--- config.mk ---
export PLATFORM = sky130hd
export DESIGN_NAME = sns_regfile
export DESIGN_NICKNAME = d
export VERILOG_FILES = /design/src/rtl/sns_pkg.sv /design/src/rtl/sns_ptr.sv /design/src/rtl/sns_status.sv /design/src/rtl/sns_store.sv /design/src/rtl/sns_regfile.sv
export SDC_FILE = /design/constraint.sdc
export NUM_CORES = 1
export LEC_CHECK = 0
export ABC_AREA = 1
export CORE_MARGIN = 2
export CORE_UTILIZATION = 55
export DETAILED_ROUTE_END_ITERATION = 6
export DONT_BUFFER_PORTS = 1
export PLACE_DENSITY = 0.78
export SLEW_MARGIN = 20
export SYNTH_ARGS = -nofsm -noshare
export SYNTH_HDL_FRONTEND = slang
export SYNTH_HIERARCHICAL = 1
export SYNTH_SLANG_ARGS = --single-unit
export TNS_END_PERCENT = 30
--- constraint.sdc ---
create_clock -name clk -period 4.89 [get_ports clk]
set_input_delay 0.978 -clock clk [delete_from_list [all_inputs] [get_ports clk]]
set_output_delay 0.978 -clock clk [all_outputs]
set_load 0.01 [all_outputs]
--- src/rtl/sns_pkg.sv ---
package sns_pkg;

    localparam int BYTE_W = 8;
    localparam int SMP_W  = 2 * BYTE_W;
    localparam int AXES   = 3;
    localparam int LOW_W  = BYTE_W - 1;

    typedef logic [BYTE_W-1:0] byte_t;

    // Address map; high/low and offset pairs are laid out per axis
    localparam byte_t A_STAT = 8'h00;
    localparam byte_t A_XH   = 8'h01;
    localparam byte_t A_YH   = 8'h03;
    localparam byte_t A_ZH   = 8'h05;
    localparam byte_t A_ID   = 8'h07;
    localparam byte_t A_MODE = 8'h08;
    localparam byte_t A_OFF0 = 8'h09;
    localparam byte_t A_TEMP = 8'h0F;
    localparam byte_t A_CFG1 = 8'h10;
    localparam byte_t A_CFG2 = 8'h11;

    localparam byte_t ID_VAL    = 8'hC4;
    localparam byte_t CFG2_KEEP = 8'hB0;

    localparam int CFG1_ACTIVE = 0;
    localparam int CFG1_FAST   = 2;
    localparam int CFG2_RAW    = 5;

    typedef enum logic [0:0] {
        SET_IDLE = 1'b0,
        SET_OPEN = 1'b1
    } set_state_e;

    typedef enum logic [1:0] {
        MODE_STANDBY = 2'd0,
        MODE_RAW     = 2'd1,
        MODE_CORR    = 2'd2
    } mode_e;

endpackage

--- src/rtl/sns_ptr.sv ---
module sns_ptr
    import sns_pkg::*;
(
    input  logic  clk,
    input  logic  rst_n,
    input  logic  ld,
    input  byte_t ld_addr,
    input  logic  step,
    input  logic  fast,
    output byte_t ptr
);

    byte_t ptr_q;
    byte_t ptr_n;

    // Successor address for one burst step
    always_comb begin
        if (fast && (ptr_q == A_XH || ptr_q == A_YH)) begin
            ptr_n = ptr_q + byte_t'(2);
        end else if (fast && ptr_q == A_ZH) begin
            ptr_n = A_STAT;
        end else if (ptr_q >= A_CFG2) begin
            ptr_n = A_STAT;
        end else begin
            ptr_n = ptr_q + byte_t'(1);
        end
    end

    always_ff @(posedge clk or negedge rst_n) begin
        if (!rst_n) begin
            ptr_q <= A_STAT;
        end else if (ld) begin
            ptr_q <= ld_addr;
        end else if (step) begin
            ptr_q <= ptr_n;
        end
    end

    assign ptr = ptr_q;

endmodule

--- src/rtl/sns_status.sv ---
module sns_status
    import sns_pkg::*;
(
    input  logic            clk,
    input  logic            rst_n,
    input  logic            latch,
    input  logic [AXES-1:0] hi_rd,
    output byte_t           status
);

    logic [AXES-1:0] rdy_q;
    logic [AXES-1:0] ovw_q;
    logic [AXES-1:0] ovw_n;
    logic [AXES-1:0] seen_q;
    logic            all_seen;
    logic            sum_ovw_q;
    set_state_e      state_q;
    set_state_e      state_n;

    // Per-axis ready and overwrite flags
    for (genvar a = 0; a < AXES; a++) begin : g_axis
        always_comb begin
            ovw_n[a] = hi_rd[a] ? 1'b0 : (ovw_q[a] | rdy_q[a]);
        end

        always_ff @(posedge clk or negedge rst_n) begin
            if (!rst_n) begin
                rdy_q[a] <= 1'b0;
                ovw_q[a] <= 1'b0;
            end else if (latch) begin
                rdy_q[a] <= 1'b1;
                ovw_q[a] <= ovw_n[a];
            end else if (hi_rd[a]) begin
                rdy_q[a] <= 1'b0;
                ovw_q[a] <= 1'b0;
            end
        end
    end

    assign all_seen = &(seen_q | hi_rd);

    // Set-level tracker: next state
    always_comb begin
        state_n = state_q;
        unique case (state_q)
            SET_IDLE: begin
                if (latch) state_n = SET_OPEN;
            end
            SET_OPEN: begin
                if (latch)         state_n = SET_OPEN;
                else if (all_seen) state_n = SET_IDLE;
            end
            default: state_n = SET_IDLE;
        endcase
    end

    // Set-level tracker: state register and read mask
    always_ff @(posedge clk or negedge rst_n) begin
        if (!rst_n) begin
            state_q <= SET_IDLE;
            seen_q  <= '0;
        end else begin
            state_q <= state_n;
            if (latch || state_n == SET_IDLE) begin
                seen_q <= '0;
            end else begin
                seen_q <= seen_q | hi_rd;
            end
        end
    end

    // Set-level tracker: overwrite summary output
    always_ff @(posedge clk or negedge rst_n) begin
        if (!rst_n) begin
            sum_ovw_q <= 1'b0;
        end else if (latch) begin
            sum_ovw_q <= |ovw_n;
        end else if (state_q == SET_OPEN && state_n == SET_IDLE) begin
            sum_ovw_q <= 1'b0;
        end
    end

    assign status = {sum_ovw_q, ovw_q, (state_q == SET_OPEN), rdy_q};

endmodule

--- src/rtl/sns_store.sv ---
module sns_store
    import sns_pkg::*;
(
    input  logic                       clk,
    input  logic                       rst_n,
    input  logic                       latch,
    input  logic [AXES-1:0][SMP_W-1:0] smp,
    input  byte_t                      temp,
    input  byte_t                      ptr,
    input  logic                       rd_go,
    input  logic                       wr_go,
    input  byte_t                      wdata,
    input  byte_t                      status,
    output byte_t                      rdata,
    output byte_t                      cfg1,
    output byte_t                      cfg2,
    output logic [AXES-1:0][SMP_W-1:0] offset,
    output logic [AXES-1:0]            hi_rd
);

    logic [AXES-1:0][SMP_W-1:0] smp_q;
    byte_t                      shadow_q [AXES];
    byte_t                      offh_q   [AXES];
    logic [LOW_W-1:0]           offl_q   [AXES];
    byte_t                      cfg1_q;
    byte_t                      cfg2_q;
    byte_t                      rdata_q;
    byte_t                      rd_val;
    byte_t                      mode_byte;
    mode_e                      mode;

    for (genvar a = 0; a < AXES; a++) begin : g_axis
        localparam byte_t HI_A  = byte_t'(A_XH + 2 * a);
        localparam byte_t OFH_A = byte_t'(A_OFF0 + 2 * a);

        assign hi_rd[a] = rd_go && (ptr == HI_A);

        always_ff @(posedge clk or negedge rst_n) begin
            if (!rst_n) begin
                smp_q[a] <= '0;
            end else if (latch) begin
                smp_q[a] <= smp[a];
            end
        end

        // Low byte saved when the high byte leaves
        always_ff @(posedge clk or negedge rst_n) begin
            if (!rst_n) begin
                shadow_q[a] <= '0;
            end else if (hi_rd[a]) begin
                shadow_q[a] <= smp_q[a][BYTE_W-1:0];
            end
        end

        always_ff @(posedge clk or negedge rst_n) begin
            if (!rst_n) begin
                offh_q[a] <= '0;
                offl_q[a] <= '0;
            end else if (wr_go) begin
                if (ptr == OFH_A)                offh_q[a] <= wdata;
                if (ptr == OFH_A + byte_t'(1))   offl_q[a] <= wdata[BYTE_W-1:1];
            end
        end

        assign offset[a] = {offh_q[a][BYTE_W-1], offh_q[a], offl_q[a]};
    end

    always_ff @(posedge clk or negedge rst_n) begin
        if (!rst_n) begin
            cfg1_q <= '0;
            cfg2_q <= '0;
        end else if (wr_go) begin
            if (ptr == A_CFG1) cfg1_q <= wdata;
            if (ptr == A_CFG2) cfg2_q <= wdata & CFG2_KEEP;
        end
    end

    always_comb begin
        if (!cfg1_q[CFG1_ACTIVE])   mode = MODE_STANDBY;
        else if (cfg2_q[CFG2_RAW])  mode = MODE_RAW;
        else                        mode = MODE_CORR;
        mode_byte = {{(BYTE_W-2){1'b0}}, mode};
    end

    // Read multiplexer
    always_comb begin
        rd_val = '0;
        if (ptr == A_STAT) rd_val = status;
        if (ptr == A_ID)   rd_val = ID_VAL;
        if (ptr == A_MODE) rd_val = mode_byte;
        if (ptr == A_TEMP) rd_val = temp;
        if (ptr == A_CFG1) rd_val = cfg1_q;
        if (ptr == A_CFG2) rd_val = cfg2_q;
        for (int a = 0; a < AXES; a++) begin
            if (ptr == byte_t'(A_XH + 2 * a))
                rd_val = smp_q[a][SMP_W-1:BYTE_W];
            if (ptr == byte_t'(A_XH + 2 * a + 1))
                rd_val = shadow_q[a];
            if (ptr == byte_t'(A_OFF0 + 2 * a))
                rd_val = offh_q[a];
            if (ptr == byte_t'(A_OFF0 + 2 * a + 1))
                rd_val = {offl_q[a], 1'b0};
        end
    end

    always_ff @(posedge clk or negedge rst_n) begin
        if (!rst_n) begin
            rdata_q <= '0;
        end else if (rd_go) begin
            rdata_q <= rd_val;
        end
    end

    assign rdata = rdata_q;
    assign cfg1  = cfg1_q;
    assign cfg2  = cfg2_q;

endmodule

--- src/rtl/sns_regfile.sv ---
module sns_regfile
    import sns_pkg::*;
(
    input  logic        clk,
    input  logic        rst_n,
    input  logic        host_ld,
    input  logic [7:0]  host_addr,
    input  logic        host_rd,
    input  logic        host_wr,
    input  logic [7:0]  host_wdata,
    output logic [7:0]  host_rdata,
    input  logic        smp_valid,
    input  logic [15:0] smp_x,
    input  logic [15:0] smp_y,
    input  logic [15:0] smp_z,
    input  logic [7:0]  temp_in,
    output logic [7:0]  cfg1_o,
    output logic [7:0]  cfg2_o,
    output logic [15:0] off_x_o,
    output logic [15:0] off_y_o,
    output logic [15:0] off_z_o
);

    logic                       rd_go;
    logic                       wr_go;
    byte_t                      ptr_q;
    byte_t                      status_q;
    byte_t                      cfg1;
    logic [AXES-1:0]            hi_rd;
    logic [AXES-1:0][SMP_W-1:0] smp_bus;
    logic [AXES-1:0][SMP_W-1:0] off_bus;

    // Loading wins over access; reading wins over writing
    assign rd_go = host_rd && !host_ld;
    assign wr_go = host_wr && !host_ld && !host_rd;

    assign smp_bus = {smp_z, smp_y, smp_x};

    sns_ptr u_ptr (
        .clk     (clk),
        .rst_n   (rst_n),
        .ld      (host_ld),
        .ld_addr (host_addr),
        .step    (rd_go || wr_go),
        .fast    (cfg1[CFG1_FAST]),
        .ptr     (ptr_q)
    );

    sns_status u_status (
        .clk    (clk),
        .rst_n  (rst_n),
        .latch  (smp_valid),
        .hi_rd  (hi_rd),
        .status (status_q)
    );

    sns_store u_store (
        .clk    (clk),
        .rst_n  (rst_n),
        .latch  (smp_valid),
        .smp    (smp_bus),
        .temp   (temp_in),
        .ptr    (ptr_q),
        .rd_go  (rd_go),
        .wr_go  (wr_go),
        .wdata  (host_wdata),
        .status (status_q),
        .rdata  (host_rdata),
        .cfg1   (cfg1),
        .cfg2   (cfg2_o),
        .offset (off_bus),
        .hi_rd  (hi_rd)
    );

    assign cfg1_o  = cfg1;
    assign off_x_o = off_bus[0];
    assign off_y_o = off_bus[1];
    assign off_z_o = off_bus[2];

endmodule

# Word level (Yosys, flattened, before mapping)
# Cells that the tools add are included.
[word_totals] output_inout_bits=72 reg_bits=155
[classes] n_addsub=2 bitwise=6 reduce_logical=30 muxes=44 magnitude_cmp=1 n_eq_ne=17
[op_table] cell="$mux 8" count=23
[op_table] cell="$eq 8x4->1 const B" count=8
[op_table] cell="$eq 8x3->1 const B" count=4
[op_table] cell="$mux 1" count=17
[op_table] cell="$eq 8x2->1 const B" count=2
[op_table] cell="$eq 8x5->1 const B" count=2
[op_table] cell="$reduce_and 2->1" count=8
[op_table] cell="$reduce_bool 2->1" count=5
[op_table] cell="$logic_and 1x1->1" count=9
[op_table] cell="$add 8x1->8 const B" count=1
[op_table] cell="$add 8x2->8 const B" count=1
[op_table] cell="$eq 8x1->1 const B" count=1
[op_table] cell="$ge 8x5->1 const B" count=1
[op_table] cell="$logic_not 8->1" count=1
[op_table] cell="$mux 2" count=2
[op_table] cell="$logic_or 1x1->1" count=3
[op_table] cell="$mux 3" count=1
[op_table] cell="$or 1x1->1" count=3
[op_table] cell="$or 3x3->3" count=1
[op_table] cell="$reduce_and 3->1" count=1
[op_table] cell="$reduce_or 3->1" count=1
[op_table] cell="$logic_not 1->1" count=2
[op_table] cell="$not 1->1" count=2
[op_table] cell="$pmux 1 s2" count=1

# Depth between registers and ports, before layout
[logic_depth] depth_word=19 mapped_depth=16 depth_no_buf=15

# Cells and area by module
# Netlist, hierarchy kept.
[modules_own_cells] module="sns_store" seq_area_each_um2=3403.3 instances=1 cells_per_inst=759 area_per_inst_um2=6261.0
[modules_own_cells] module="sns_ptr" seq_area_each_um2=200.2 instances=1 cells_per_inst=97 area_per_inst_um2=664.4
[modules_own_cells] module="sns_status" seq_area_each_um2=275.3 instances=1 cells_per_inst=58 area_per_inst_um2=501.7
[modules_own_cells] module="sns_regfile" seq_area_each_um2=0.0 instances=1 cells_per_inst=6 area_per_inst_um2=27.5

# Worst setup path after synthesis
# No wires, ideal clock.
[synth_path] kind="input to register" from="input host_ld" to="register u_status.sum_ovw_q" arrival_ps=2122 setup_time_ps=116 path_slack_ps=2652 stages=11 path_buffers=1 cell_sequence="inv_2 > nand2_1 > inv_1 > inv_1 > clkbuf_1 > nor2_2 > nor2_2 > nor2_2 > nand3_1 > nand2_1 > nand2_1"
[synth_via] elab_chain_cells=11 word_cells_on_any_way=18
[synth_rtl] element="start, declared" line_no="sns_regfile.sv:6" rtl="input logic host_ld,"
[synth_rtl] element="$logic_not 1->1 *" line_no="sns_regfile.sv:34" rtl="assign rd_go = host_rd && !host_ld;"
[synth_rtl] element="$logic_and 1x1->1 *" line_no="sns_regfile.sv:34"
[synth_rtl] element="net rd_go" line_no="sns_regfile.sv:24" rtl="logic rd_go;"
[synth_rtl] element="$logic_and 1x1->1 *" line_no="sns_store.sv:36" rtl="assign hi_rd[a] = rd_go && (ptr == HI_A);"
[synth_rtl] element="net hi_rd[0]" line_no="sns_regfile.sv:29" rtl="logic [AXES-1:0] hi_rd;"
[synth_rtl] element="$or 3x3->3" line_no="sns_status.sv:40" rtl="assign all_seen = &(seen_q | hi_rd);"
[synth_rtl] element="$reduce_and 3->1" line_no="sns_status.sv:40"
[synth_rtl] element="$mux 1" line_no="sns_status.sv:51" rtl="else if (all_seen) state_n = SET_IDLE;"
[synth_rtl] element="$mux 1" line_no="sns_status.sv:50" rtl="if (latch) state_n = SET_OPEN;"
[synth_rtl] element="$pmux 1 s2" line_no="sns_status.sv:45" rtl="unique case (state_q)"
[synth_rtl] element="$not 1->1" line_no="sns_status.sv:78" rtl="end else if (state_q == SET_OPEN && state_n == SET_IDLE) begin"
[synth_rtl] element="$logic_and 1x1->1" line_no="sns_status.sv:78"
[synth_rtl] element="$reduce_bool 2->1 (no source line)"
[synth_rtl] element="end signal, assigned" line_no="sns_status.sv:77" rtl="sum_ovw_q <= |ovw_n;"
[synth_rtl] element="end, declared" line_no="sns_status.sv:16" rtl="logic sum_ovw_q;"
# Mark *: on every way through the listed nets, which the timed path passes. The rest lies on a longest branch.
# A chain may end at the register's enable or synchronous reset.

# Worst setup path in the final report
[layout_path] from="register u_ptr.ptr_q[4], in the netlist u_ptr/ptr[4]" to="register u_status.sum_ovw_q"
[layout_via] elab_chain_cells=10 word_cells_on_any_way=19
[layout_rtl] element="start, declared" line_no="sns_ptr.sv:13" rtl="byte_t ptr_q;"
[layout_rtl] element="start signal, assigned" line_no="sns_ptr.sv:33" rtl="ptr_q <= ld_addr;"
[layout_rtl] element="start signal, assigned" line_no="sns_ptr.sv:35" rtl="ptr_q <= ptr_n;"
[layout_rtl] element="$eq 8x3->1 *" line_no="sns_store.sv:36"
[layout_rtl] element="$logic_and 1x1->1 *" line_no="sns_store.sv:36"
[layout_rtl] element="net hi_rd[2]" line_no="sns_regfile.sv:29"
[layout_rtl] element="$or 3x3->3" line_no="sns_status.sv:40"
[layout_rtl] element="$reduce_and 3->1" line_no="sns_status.sv:40"
[layout_rtl] element="$mux 1" line_no="sns_status.sv:51"
[layout_rtl] element="$mux 1" line_no="sns_status.sv:50"
[layout_rtl] element="$pmux 1 s2" line_no="sns_status.sv:45"
[layout_rtl] element="$not 1->1" line_no="sns_status.sv:78"
[layout_rtl] element="$logic_and 1x1->1" line_no="sns_status.sv:78"
[layout_rtl] element="$reduce_bool 2->1 (no source line)"
# Marked as above.

==> results.cfg <==
[placed_design]
hpwl_mm = 14.2
gp_congestion = 0.879
placed_area_mm2 = 0.00752
port_buffers = 0

[yosys]
synth.avg_cell_area_um2 = 8.10
yosys.cell_types.count = 35
ys_seq_area_share_pct = 52.0
ys.flop_type = dfrtp_1
async_flop_share_pct = 100
synthTopCellsByArea = dfrtp_1 (52%), nand2_1 (14%), o21ai_0 (5.0%), inv_1 (4.7%), o21ai_1 (3.9%)
ys_ff_latch = 155
synth_top_family_by_area = simple AND/OR/NAND/NOR gates
synthCells = 920
synth_area_leader_cell = dfrtp_1
yosysWarnings = 6
synth_top_area_share_pct = 52.0
netlist_area_mm2 = 0.00745
synth_compound_gate_area_share_pct = 11.3
synth-edff-count = 0
synth_fa_ha_area_share_pct = 0.671
muxShareOfSynthArea_pct = 2.11
synth_xor_area_share_pct = 0.470
yosys.area_share.simple_pct = 25.2

[die]
num_io_pins = 150
fp.dieH_um = 120
die_area_mm2 = 0.0145
die_x_um = 120
start_util_pct = 56.3
placementRows = 42
coreArea_mm2 = 0.0132

[sta]
max_freq_mhz = 328
layout_min_cycle_time_ns = 3.05
rsz0062_at_grt = false
holdWs_ns = 0.251
skew_ns = 0.00786
setup_viol = 0
setup_tns_ns = 0
hold_violations = 0
tightest_slew_ns = 0.688
slew_headroom_pct = 53.7
post-route-period-util_pct = 62.3
drv_slew = 0

[clocking]
ctsResizeCount = 0
insertion_delay_ns = 0.43
ctsHoldBuffers = 0
cts_max_path_buffers = 2
cts-root-buf = clkbuf_16
cts_buffers = 17
cts_tree = done
clock-sinks = 155
clkSlewWorstSetupHoldPaths_ns = 0.06
cts_max_level = 4
postCtsSetupBuffers = 0

[pwr]
power_frac_seq_pct = 48.2
powerDensity_mw_per_mm2 = 390
combinationalPowerShare_pct = 9.9
power.internal_w = 0.00231
switchingPower_w = 0.000861
p_clk_share_pct = 41.9
leakagePower_nw = 3.92
switching_share_pct = 27.1
ir_drop_mv = 0.219

[cells_and_area]
utilization_pct = 61.4
drive_gt1_share_pct = 11.3
diodes = 0
nets = 993
mostFrequentLayoutCell = nand2_1
fill_cells = 1173
mostFrequentLayoutCells = nand2_1 (287), dfrtp_1 (155), inv_1 (94), o21ai_0 (74), o21ai_1 (58)
area_growth_pct = 9.03
finalInstanceArea_mm2 = 0.00813

[worst_setup_path]
r2r_slack_ns = 1.84
worstPathRequired_ns = 5.21
timing.rr.start = u_ptr/ptr[4]
cp_data_arrival_time_ns = 3.37
critPathLaunch = u_ptr/ptr[4]
critPathCapture = u_status/sum_ovw_q
r2r-end = u_status/sum_ovw_q
worstRegToRegCells = 12
crit_type = reg2reg
crit_fanout = 17
critPathCaptureType = flop
setup.worst_path.start_class = flop

[global_route]
antenna_found_initial = 0
grt_remaining_overflow = 0
grt_pass1_wl_mm = 31.0
grt_max_degree = 156
grt_pass1_vias = 5769
grtUsageTotal_pct = 28.4

[route]
drc_errors = 0
wl_per_cell_um = 18.0
drt-initial-drc-count = 488
dr.pass1.iters = 5
ant_nets = 0
vias = 6075
via_per_inst = 5.52
wirelength_mm = 19.8

[outcome]
outcome = complete, no violations

[run]
maxCapViolations = 0

[hold_path]
hold_class = in2async
-- synth_stat cells, types with 9 or more instances --
library cell  number
nand3_1           29
nor2_1            48
a21oi_1           28
clkbuf_1          14
nand2_1          287
buf_4             11
nand4_1           23
dfrtp_1          155
mux2_2            14
nor2_2             9
inv_2             23
inv_1             94
o21ai_1           58
o21ai_0           74
-- state kept, by name, summed over array words and instances (netlist names) --
name,flops
u_store/smp_q,48
u_store/cfg2,3
u_status/sum_ovw_q,1
u_store/cfg1,8
u_ptr/ptr,8
u_status/status,6
u_store/rdata,8
u_store/offset,45
u_status/state_q,1
u_store/shadow_q,24
u_status/seen_q,3
-- final cells by class --
| cell class | instances | area [µm²] | share of cell area [%] |
|---|---|---|---|
| inverter | 117 | 439 | 5.40 |
| sequential | 155 | 3880 | 47.7 |
| tap | 176 | 220 | 2.71 |
| clock buffer | 20 | 467 | 5.74 |
| multi-input combinational | 620 | 2990 | 36.7 |
| clock inverter | 12 | 138 | 1.69 |
-- logic make-up after synthesis --
| family | after synthesis |
|---|---|
| AND/OR/NAND/NOR | 427 |
| AO/OA/AOI/OAI | 166 |
| flip-flops | 155 |
| buffers and inverters | 149 |
| multiplexers | 14 |
| adder cells (fa/ha/maj) | 4 |
| XOR/XNOR | 4 |
| other | 1 |
-- power by group through the flow --
stage / combinational [W] / sequential (W) / clock (W)
6_report: 0.000314 / 0.00153 / 0.00133
5_1_grt: 0.000354 / 0.00154 / 0.00140
2_1_floorplan: 0.000252 / 0.00151 / 0
3_3_place_gp: 0.000298 / 0.00155 / 0
4_1_cts: 0.000310 / 0.00153 / 0.00134
3_5_place_dp: 0.000306 / 0.00155 / 0
-- worst max-delay path: stages (launching register included) --
cell and delay (ns):
dfrtp_1 0.46, nor2_1 0.12, nand2_1 0.39, inv_2 0.29
nand2_1 0.14, nor2_2 0.47, nand2_1 0.47, inv_1 0.22
nor2_2 0.07, nor2_2 0.12, nand3_1 0.07, nand2_1 0.07
nand2_1 0.05
-- worst min path at each step --
stage	startpoint	endpoint	slack (ns)	depth (start not counted)
floorplan	u_store/smp_q[1]	u_store/shadow_q[17]	0.45	2
global placement	u_store/shadow_q[7]	u_store/shadow_q[7]	0.47	2
detailed placement	u_store/shadow_q[2]	u_store/shadow_q[2]	0.48	2
CTS	rst_n	u_store/smp_q[0]	0.23	0
global route	rst_n	u_store/smp_q[3]	0.23	0
finish	rst_n	u_store/smp_q[3]	0.25	0
-- per-stage QoR --
step / instances / setup WS [ns] / power (W)
after floorplan: 924 / 2.65 / 0.00176
after global placement: 1068 / 2.01 / 0.00184
after detailed placement: 1068 / 1.90 / 0.00186
after CTS: 1100 / 1.89 / 0.00318
after global routing: 1100 / 1.57 / 0.00330
final: 1100 / 1.84 / 0.00317
-- metal layers --
layer | share of wire (%) | up-vias | track usage [%]
li1 | - | 2907 | -
met1 | 42 | 2846 | 37.7
met2 | 46 | 286 | 43.8
met3 | 10 | 36 | 10.6
met4 | 1.9 | 0 | 8.72
met5 | 0 | - | 0
Note: power is estimated with default switching activity, not from simulation.
